[src/rtl/lbist_pkg.sv]
package lbist_pkg;

  typedef enum logic [3:0] {
    ST_IDLE,
    ST_SETUP,
    ST_LWR,
    ST_LRD,
    ST_WIRE,
    ST_DLO,
    ST_DHI,
    ST_DEVAL,
    ST_FIN
  } seq_state_e;

  typedef enum logic [1:0] {
    RUN_ALL   = 2'b00,
    RUN_LUT   = 2'b01,
    RUN_WIRE  = 2'b10,
    RUN_DELAY = 2'b11
  } run_mode_e;

  localparam logic [1:0] FC_NONE  = 2'b00;
  localparam logic [1:0] FC_LUT   = 2'b01;
  localparam logic [1:0] FC_WIRE  = 2'b10;
  localparam logic [1:0] FC_DELAY = 2'b11;

endpackage

[src/rtl/lbist_rst_sync.sv]
module lbist_rst_sync (
  input  logic clk,
  input  logic rst_n,
  output logic rst_sync_n
);

  logic [1:0] pipe_q;

  always_ff @(posedge clk or negedge rst_n) begin
    if (!rst_n) pipe_q <= 2'b00;
    else        pipe_q <= {pipe_q[0], 1'b1};
  end

  assign rst_sync_n = pipe_q[1];

endmodule

[src/rtl/lbist_ctrl.sv]
module lbist_ctrl
  import lbist_pkg::*;
#(
  parameter int AW = 4,
  parameter int NW = 8,
  parameter int CW = 4
) (
  input  logic            clk,
  input  logic            rst_n,
  input  logic            start_i,
  input  logic            abort_i,
  input  logic [1:0]      mode_i,
  output seq_state_e      state_o,
  output logic [CW-1:0]   cnt_o,
  output logic            pass_o,
  output logic            clr_o,
  output logic            busy_o,
  output logic            done_o
);

  localparam int unsigned   DEPTH     = 1 << AW;
  localparam logic [CW-1:0] LAST_CELL = CW'(DEPTH - 1);
  localparam logic [CW-1:0] LAST_STEP = CW'(NW);

  seq_state_e    state_q, state_d;
  run_mode_e     mode_q, mode_d;
  logic [CW-1:0] cnt_q, cnt_d;
  logic          pass_q, pass_d;
  logic          done_q, done_d;
  logic          accept;

  assign accept = (state_q == ST_IDLE) && start_i;

  always_comb begin
    state_d = state_q;
    mode_d  = mode_q;
    cnt_d   = cnt_q;
    pass_d  = pass_q;
    done_d  = done_q;
    if (state_q == ST_IDLE) begin
      if (accept) begin
        state_d = ST_SETUP;
        mode_d  = run_mode_e'(mode_i);
        cnt_d   = '0;
        pass_d  = 1'b0;
        done_d  = 1'b0;
      end
    end else if (abort_i) begin
      state_d = ST_IDLE;
      done_d  = 1'b0;
    end else begin
      case (state_q)
        ST_SETUP: begin
          cnt_d  = '0;
          pass_d = 1'b0;
          case (mode_q)
            RUN_ALL, RUN_LUT: state_d = ST_LWR;
            RUN_WIRE:         state_d = ST_WIRE;
            default:          state_d = ST_DLO;
          endcase
        end
        ST_LWR: begin
          if (cnt_q == LAST_CELL) begin
            state_d = ST_LRD;
            cnt_d   = '0;
          end else begin
            cnt_d = cnt_q + 1'b1;
          end
        end
        ST_LRD: begin
          if (cnt_q != LAST_CELL) begin
            cnt_d = cnt_q + 1'b1;
          end else if (!pass_q) begin
            state_d = ST_LWR;
            pass_d  = 1'b1;
            cnt_d   = '0;
          end else begin
            cnt_d   = '0;
            state_d = (mode_q == RUN_LUT) ? ST_FIN : ST_WIRE;
          end
        end
        ST_WIRE: begin
          if (cnt_q == LAST_STEP) begin
            cnt_d   = '0;
            state_d = (mode_q == RUN_WIRE) ? ST_FIN : ST_DLO;
          end else begin
            cnt_d = cnt_q + 1'b1;
          end
        end
        ST_DLO:   state_d = ST_DHI;
        ST_DHI:   state_d = ST_DEVAL;
        ST_DEVAL: state_d = ST_FIN;
        ST_FIN: begin
          state_d = ST_IDLE;
          done_d  = 1'b1;
        end
        default:  state_d = ST_IDLE;
      endcase
    end
  end

  always_ff @(posedge clk or negedge rst_n) begin
    if (!rst_n) begin
      state_q <= ST_IDLE;
      mode_q  <= RUN_ALL;
      cnt_q   <= '0;
      pass_q  <= 1'b0;
      done_q  <= 1'b0;
    end else begin
      state_q <= state_d;
      mode_q  <= mode_d;
      cnt_q   <= cnt_d;
      pass_q  <= pass_d;
      done_q  <= done_d;
    end
  end

  assign state_o = state_q;
  assign cnt_o   = cnt_q;
  assign pass_o  = pass_q;
  assign clr_o   = accept;
  assign busy_o  = (state_q != ST_IDLE);
  assign done_o  = done_q;

  // a full run moves from the inverse read pass to the wire sweep
  assert_lut_then_wire_R2: assert property (@(posedge clk) disable iff (!rst_n)
    (state_q == ST_LRD && pass_q && cnt_q == LAST_CELL && mode_q == RUN_ALL && !abort_i)
      |=> (state_q == ST_WIRE));

  // done follows the delay evaluation by one cycle
  assert_done_after_eval_R10: assert property (@(posedge clk) disable iff (!rst_n)
    (state_q == ST_DEVAL && !abort_i) |=> ##1 done_q);

  // abort leaves nothing running and nothing reported as done
  assert_abort_idle_R11: assert property (@(posedge clk) disable iff (!rst_n)
    (state_q != ST_IDLE && abort_i) |=> (!busy_o && !done_q));

  // a start during a session does not restart it
  assert_start_ignored_R12: assert property (@(posedge clk) disable iff (!rst_n)
    (state_q == ST_LWR && start_i && !abort_i) |=> (state_q != ST_SETUP));

endmodule

[src/rtl/lbist_stim.sv]
module lbist_stim
  import lbist_pkg::*;
#(
  parameter int AW = 4,
  parameter int NW = 8,
  parameter int CW = 4
) (
  input  logic            clk,
  input  logic            rst_n,
  input  seq_state_e      state_i,
  input  logic [CW-1:0]   cnt_i,
  input  logic            pass_i,
  output logic            lut_we_o,
  output logic [AW-1:0]   lut_addr_o,
  output logic            lut_wdata_o,
  output logic            route_wire_o,
  output logic [NW-1:0]   wire_vec_o,
  output logic            launch_o,
  output logic            cmp_en_o,
  output logic            dly_en_o,
  output logic            dly_exp_o,
  output logic [1:0]      cls_o,
  output logic [CW-1:0]   idx_o
);

  logic in_lut;

  assign in_lut       = (state_i == ST_LWR) || (state_i == ST_LRD);
  assign lut_we_o     = (state_i == ST_LWR);
  assign lut_addr_o   = in_lut ? cnt_i[AW-1:0] : '0;
  assign lut_wdata_o  = lut_we_o & (cnt_i[0] ^ pass_i);
  assign route_wire_o = (state_i == ST_WIRE);
  assign launch_o     = (state_i == ST_DHI) || (state_i == ST_DEVAL);

  for (genvar gi = 0; gi < NW; gi++) begin : g_walk
    assign wire_vec_o[gi] = route_wire_o && (cnt_i == CW'(gi + 1));
  end

  assign cmp_en_o  = (state_i == ST_LRD) || route_wire_o;
  assign dly_en_o  = (state_i == ST_DLO) || (state_i == ST_DEVAL);
  assign dly_exp_o = (state_i == ST_DEVAL);

  always_comb begin
    case (state_i)
      ST_LRD:   begin cls_o = FC_LUT;   idx_o = cnt_i;    end
      ST_WIRE:  begin cls_o = FC_WIRE;  idx_o = cnt_i;    end
      ST_DLO:   begin cls_o = FC_DELAY; idx_o = '0;       end
      ST_DEVAL: begin cls_o = FC_DELAY; idx_o = CW'(1);   end
      default:  begin cls_o = FC_NONE;  idx_o = '0;       end
    endcase
  end

  // never more than one wire driven high
  assert_walk_onehot_R5: assert property (@(posedge clk) disable iff (!rst_n)
    $onehot0(wire_vec_o));

  // no lookup-table write while wires are routed out
  assert_write_not_routed_R3: assert property (@(posedge clk) disable iff (!rst_n)
    lut_we_o |-> !route_wire_o);

endmodule

[src/rtl/lbist_resp.sv]
module lbist_resp
  import lbist_pkg::*;
#(
  parameter int NW = 8,
  parameter int CW = 4
) (
  input  logic            clk,
  input  logic            rst_n,
  input  logic            clr_i,
  input  logic            cmp_en_i,
  input  logic [NW-1:0]   resp_a_i,
  input  logic [NW-1:0]   resp_b_i,
  input  logic            dly_en_i,
  input  logic            dly_exp_i,
  input  logic            capture_i,
  input  logic [1:0]      cls_i,
  input  logic [CW-1:0]   idx_i,
  output logic            fail_o,
  output logic [1:0]      fclass_o,
  output logic [CW-1:0]   diag_o
);

  logic          fail_q, fail_d;
  logic [1:0]    cls_q, cls_d;
  logic [CW-1:0] diag_q, diag_d;
  logic          hit;

  assign hit = (cmp_en_i && (resp_a_i != resp_b_i)) ||
               (dly_en_i && (capture_i != dly_exp_i));

  always_comb begin
    fail_d = fail_q;
    cls_d  = cls_q;
    diag_d = diag_q;
    if (clr_i) begin
      fail_d = 1'b0;
      cls_d  = FC_NONE;
      diag_d = '0;
    end else if (hit && !fail_q) begin
      fail_d = 1'b1;
      cls_d  = cls_i;
      diag_d = idx_i;
    end
  end

  always_ff @(posedge clk or negedge rst_n) begin
    if (!rst_n) begin
      fail_q <= 1'b0;
      cls_q  <= FC_NONE;
      diag_q <= '0;
    end else begin
      fail_q <= fail_d;
      cls_q  <= cls_d;
      diag_q <= diag_d;
    end
  end

  assign fail_o   = fail_q;
  assign fclass_o = cls_q;
  assign diag_o   = diag_q;

  // a raised flag always carries a phase code
  assert_class_set_R7: assert property (@(posedge clk) disable iff (!rst_n)
    fail_q |-> (cls_q != FC_NONE));

  // the first record is frozen until a new session
  assert_first_kept_R9: assert property (@(posedge clk) disable iff (!rst_n)
    (fail_q && !clr_i) |=> (fail_q && $stable(cls_q) && $stable(diag_q)));

endmodule

[src/rtl/lbist_sequencer.sv]
module lbist_sequencer
  import lbist_pkg::*;
#(
  parameter int AW = 4,
  parameter int NW = 8,
  localparam int SW = $clog2(NW + 1),
  localparam int CW = (AW > SW) ? AW : SW
) (
  input  logic            clk,
  input  logic            rst_n,
  input  logic            start_i,
  input  logic            abort_i,
  input  logic [1:0]      mode_i,
  output logic            lut_we_o,
  output logic [AW-1:0]   lut_addr_o,
  output logic            lut_wdata_o,
  output logic            route_wire_o,
  output logic [NW-1:0]   wire_vec_o,
  input  logic [NW-1:0]   resp_a_i,
  input  logic [NW-1:0]   resp_b_i,
  output logic            launch_o,
  input  logic            capture_i,
  output logic            busy_o,
  output logic            done_o,
  output logic            fail_o,
  output logic [1:0]      fclass_o,
  output logic [CW-1:0]   diag_o
);

  logic          rst_s_n;
  seq_state_e    state;
  logic [CW-1:0] cnt;
  logic          pass;
  logic          clr;
  logic          cmp_en, dly_en, dly_exp;
  logic [1:0]    cls;
  logic [CW-1:0] idx;

  lbist_rst_sync u_rst (
    .clk        (clk),
    .rst_n      (rst_n),
    .rst_sync_n (rst_s_n)
  );

  lbist_ctrl #(.AW(AW), .NW(NW), .CW(CW)) u_ctrl (
    .clk     (clk),
    .rst_n   (rst_s_n),
    .start_i (start_i),
    .abort_i (abort_i),
    .mode_i  (mode_i),
    .state_o (state),
    .cnt_o   (cnt),
    .pass_o  (pass),
    .clr_o   (clr),
    .busy_o  (busy_o),
    .done_o  (done_o)
  );

  lbist_stim #(.AW(AW), .NW(NW), .CW(CW)) u_stim (
    .clk          (clk),
    .rst_n        (rst_s_n),
    .state_i      (state),
    .cnt_i        (cnt),
    .pass_i       (pass),
    .lut_we_o     (lut_we_o),
    .lut_addr_o   (lut_addr_o),
    .lut_wdata_o  (lut_wdata_o),
    .route_wire_o (route_wire_o),
    .wire_vec_o   (wire_vec_o),
    .launch_o     (launch_o),
    .cmp_en_o     (cmp_en),
    .dly_en_o     (dly_en),
    .dly_exp_o    (dly_exp),
    .cls_o        (cls),
    .idx_o        (idx)
  );

  lbist_resp #(.NW(NW), .CW(CW)) u_resp (
    .clk       (clk),
    .rst_n     (rst_s_n),
    .clr_i     (clr),
    .cmp_en_i  (cmp_en),
    .resp_a_i  (resp_a_i),
    .resp_b_i  (resp_b_i),
    .dly_en_i  (dly_en),
    .dly_exp_i (dly_exp),
    .capture_i (capture_i),
    .cls_i     (cls),
    .idx_i     (idx),
    .fail_o    (fail_o),
    .fclass_o  (fclass_o),
    .diag_o    (diag_o)
  );

endmodule

[config.mk]
export PLATFORM = sky130hd
export DESIGN_NAME = lbist_sequencer
export DESIGN_NICKNAME = d
export VERILOG_FILES = /design/src/rtl/lbist_pkg.sv /design/src/rtl/lbist_rst_sync.sv /design/src/rtl/lbist_ctrl.sv /design/src/rtl/lbist_stim.sv /design/src/rtl/lbist_resp.sv /design/src/rtl/lbist_sequencer.sv
export SDC_FILE = /design/constraint.sdc
export NUM_CORES = 1
export LEC_CHECK = 0
export ABC_AREA = 1
export BUFFER_PORTS_ARGS = -buffer_cell sky130_fd_sc_hd__buf_2
export CAP_MARGIN = 5
export CORE_MARGIN = 1.5
export CORE_UTILIZATION = 46
export CTS_CLUSTER_DIAMETER = 30
export CTS_CLUSTER_SIZE = 28
export DETAILED_ROUTE_END_ITERATION = 16
export GPL_ROUTABILITY_DRIVEN = 0
export PLACE_DENSITY = 0.76
export SLEW_MARGIN = 20
export SYNTH_ARGS = -nofsm -noshare
export SYNTH_HDL_FRONTEND = slang
export SYNTH_SLANG_ARGS = --single-unit
[constraint.sdc]
create_clock -name clk -period 1.14 [get_ports clk]
set_input_delay 0.171 -clock clk [delete_from_list [all_inputs] [get_ports clk]]
set_output_delay 0.171 -clock clk [all_outputs]
set_load 0.1 [all_outputs]
==> out/metrics.cfg, run 1 <==
[die]
num_rows=20
die_h_microns=59.9
io_pins=48
start_util_pct=48.7
die_w_microns=59.9

[synthesis]
synth_xor_area_share_pct=1.77
synthSimpleGateAreaFrac_pct=39.9
synthCells=210
synth_compound_area_share_pct=9.76
synth_seq_cells=21
yosysMostFrequentCell=nand2_1
post_synth_mux_area_share_pct=0
synth_top_family_by_area=simple AND/OR/NAND/NOR gates
ys_types=30
synthArstFlopShare_pct=100
synth.largest_area_cell=dfrtp_1
synth_top_area_share_pct=35.3
ys_top_cells_by_area=dfrtp_1 (35%), nand2_1 (15%), inv_1 (7.8%)
synth_common_cells=nand2_1 (58), inv_1 (31), dfrtp_1 (21)
syn_area_per_cell_sq_um=7.08
ys_warn_count=0
synth_edf_count=0
synth.cell_area_sq_um=1490
synth_ff_type=dfrtp_1
yosys.area_share.adder_pct=3.36
seq_area_frac_synth_pct=35.3
synth.net_count=237

[placement]
dp_hpwl_microns=4380
post_dp_cell_area_sq_um=2710
dp_worst_setup_slack_ns=-0.428
place.port_buffers=47

[outcome]
status=aborted with a tool error
stop_error=[ERROR DPL-0038] Utilization greater than 100%, impossible to legalize
haltStage=clock tree synthesis

[clocking]
htreeDepth=1
cts_hold_buf=1
post_cts_buffers=25
cts_resized=53
numCtsBuffers=3
clk_path_buf_depth=2
clock_sinks=21
cts-root-buf=clkbuf_4

kinds of logic after synthesis:
logic type                 count (synthesis)
buffers and inverters                     35
AOI/OAI and AO/OA                         24
other                                      1
DFF                                       21
adders and majority gates                  4
xor gates and xnor gates                   3
and+or+nand+nor                          122
through the flow:
stage	TNS [ns]	instances	hold WS (ns)
2_1_floorplan	-16.98	210	-0.125
3_5_place_dp	-11.17	344	-0.0377
3_3_place_gp	-8.88	344	-0.0440
==> run 2: changes to the inputs <==
CORE_UTILIZATION = 40   (was 46)
CTS_CLUSTER_DIAMETER = not set   (was 30)
CTS_CLUSTER_SIZE = not set   (was 28)
PLACE_DENSITY = not set   (was 0.76)
PLACE_DENSITY_LB_ADDON = 0.15   (was not set)
clock period = 1.5 ns   (was 1.14 ns; I/O delays follow)
==> out/metrics.cfg, run 2 <==
[global_route]
grt_max_degree=20
grt_pass1_vias=1864
grt-ovfl-total=0
grt_pass1_wl_microns=8080
grtUsageTotal_pct=25.0
antenna_found_initial=0

[synthesis]
synth_common_cells=nand2_1 (58), inv_1 (31), dfrtp_1 (21)
synth.largest_area_cell=dfrtp_1
synth_edf_count=0  ; unchanged
ys_types=30  ; unchanged
yosysMostFrequentCell=nand2_1
synthCells=210  ; unchanged
synth.net_count=237  ; unchanged
synth.cell_area_sq_um=1490  ; unchanged
syn_area_per_cell_sq_um=7.08  ; unchanged
synth_top_area_share_pct=35.3  ; unchanged
synth_ff_type=dfrtp_1
synth_seq_cells=21  ; unchanged
ys_top_cells_by_area=dfrtp_1 (35%), nand2_1 (15%), inv_1 (7.8%)
synthArstFlopShare_pct=100  ; unchanged
seq_area_frac_synth_pct=35.3  ; unchanged
ys_warn_count=0  ; unchanged

[timing]
hold_viol=0
worst_slack_ns=-0.286
finalCriticalPeriod_ns=1.79
fin_skew_ns=0.00377
min_period_over_period_pct=119
holdWs_ns=0.142
rsz0062_at_grt=yes
finalSetupViolCount=33
max_freq_mhz=560
maxSlewViolCount=0

[final_layout]
final_common_cell=nand2_1
fin_nets=332
final_cell_mix=nand2_1 (48), buf_4 (35), buf_2 (30)
finalCoreUtilization_pct=81.3
syn2layout_area_growth_pct=88.1
drive_above_1_share_pct=55.6
final_area_sq_um=2800
diodes=0

[outcome]
failed_checks=setup timing
status=finished with violations

[clocking]
clock_sinks=21  ; unchanged
numCtsBuffers=3  ; unchanged
cts_tree=yes
cts-root-buf=clkbuf_8
clk_path_buf_depth=2  ; unchanged
worstSkewPairLatency_ns=0.27
clk_pin_slew_ns=0.08
htreeDepth=1  ; unchanged

[critical_path]
critPathArrivalTime_ns=1.56
cp-start-kind=flop
crit_chain=buf_6 -> nand2_4 -> inv_4 -> nand2_8 -> nor3_4 -> buf_12
worst_setup_path_end_kind=primary output
required_ns=1.27
path_buf_inv=3
cp_top_family=flip-flops
crit_type=reg -> out
slowest_delay_ns=0.45
cp_max_fo=8
slowest_stage=dfrtp_1

[routing]
routed_wirelength_microns=5410
antenna_left=0
viasPerCell=5.18
firstDrtPassIters=4
drc=0
dr.first_iter.drc_count=85
wl_per_cell_microns=15.5
vias=1814

[flow_run]
cap_violations=0

[die]
io_pins=48  ; unchanged
die_w_microns=64.0  ; +6.9%
core_area_sq_um=3440
dieArea_sq_um=4090
die_h_microns=64.0  ; +6.9%
start_util_pct=43.2  ; -5.5 points
num_rows=21  ; +5.0%

[placement]
place.port_buffers=47  ; unchanged
dp_hpwl_microns=3420  ; -22%
post_dp_cell_area_sq_um=2430  ; -10%

[worst_hold_path]
hp-class=in -> reg

[power]
leakage_nw=1.36
max-vdd-ir-drop_mv=1.81
pwr_density_cell_nw_per_um2=1710

run 2: cell counts after synthesis:
No cell type changed its count.
run 2: power breakdown:
part / leakage, nW / switching, mW / total, mW / internal, mW
Clock: 0.0217 / 0.204 / 0.392 / 0.188
Combinational: 1.06 / 2.26 / 3.55 / 1.30
Sequential: 0.274 / 0.144 / 0.845 / 0.701
Total: 1.36 / 2.60 / 4.79 / 2.19
run 2: kinds of logic after synthesis:
kind of cell               share of synthesized area [%]
AOI/OAI and AO/OA                                   9.76
xor gates and xnor gates                            1.77
adders and majority gates                           3.36
buffers and inverters                               9.59
DFF                                                 35.3
other                                              0.252
and+or+nand+nor                                     39.9
run 2: per-stage QoR:
stage,cells,setup TNS [ns],total power [mW],setup WS (ns)
global placement,333,-0.0963,3.60,-0.0169
detailed placement,333,-0.708,3.65,-0.0900
floorplan,210,-6.37,2.70,-0.538
finish,350,-4.98,4.79,-0.286
CTS,346,-4.90,4.39,-0.210
global route,350,-6.22,5.03,-0.311
run 2: routing by layer:
| metal | wire length (microns) | vias to the layer above | part of all wire (%) | GRT usage [%] |
|---|---|---|---|---|
| met4 | 314 | 0 | 5.8 | 10.9 |
| met1 | 1990 | 831 | 37 | 27.3 |
| met2 | 2820 | 82 | 52 | 47.5 |
| met5 | 0 | - | 0 | 0 |
| met3 | 287 | 38 | 5.3 | 2.99 |
| li1 | - | 863 | - | - |
run 2: cell type report:
cell class	instances	area [sq um]
clock buffers	3	41.3
inverters	34	148
well taps	46	57.6
multi-input cells	154	1160
fillers	191	643
flip-flops and latches	21	531
repair buffers	91	853
clock inverters	1	7.51
run 2: repair_timing:
| item | CTS | global route |
|---|---|---|
| setup buffers | 8 | 6 |
| pin swaps | 11 | 16 |
| resized for setup | 30 | 34 |
| hold endpoints to repair | 2 | 0 |
| endpoints found under the setup margin | 32 | 34 |
| hold buffers | 1 | 0 |
run 2: final timing paths:
kind	slack, ns	cells past startpoint	startpoint	endpoint
worst max register to register	-0.14	8	u_ctrl.state_o[3]	u_ctrl.state_o[0]
worst min register to register	0.21	1	u_rst.pipe_q[1]	u_ctrl.mode_q[0]
worst max-delay path	-0.29	6	u_ctrl.state_o[2]	wire_vec_o[1]
worst min-delay path	0.14	2	abort_i	u_ctrl.state_o[3]
max in group asynchronous	1.06	1	u_rst.pipe_q[1]	u_ctrl.cnt_o[0]
min in group asynchronous	0.21	1	u_rst.pipe_q[1]	u_ctrl.mode_q[0]
(Power assumes the default switching activity.)
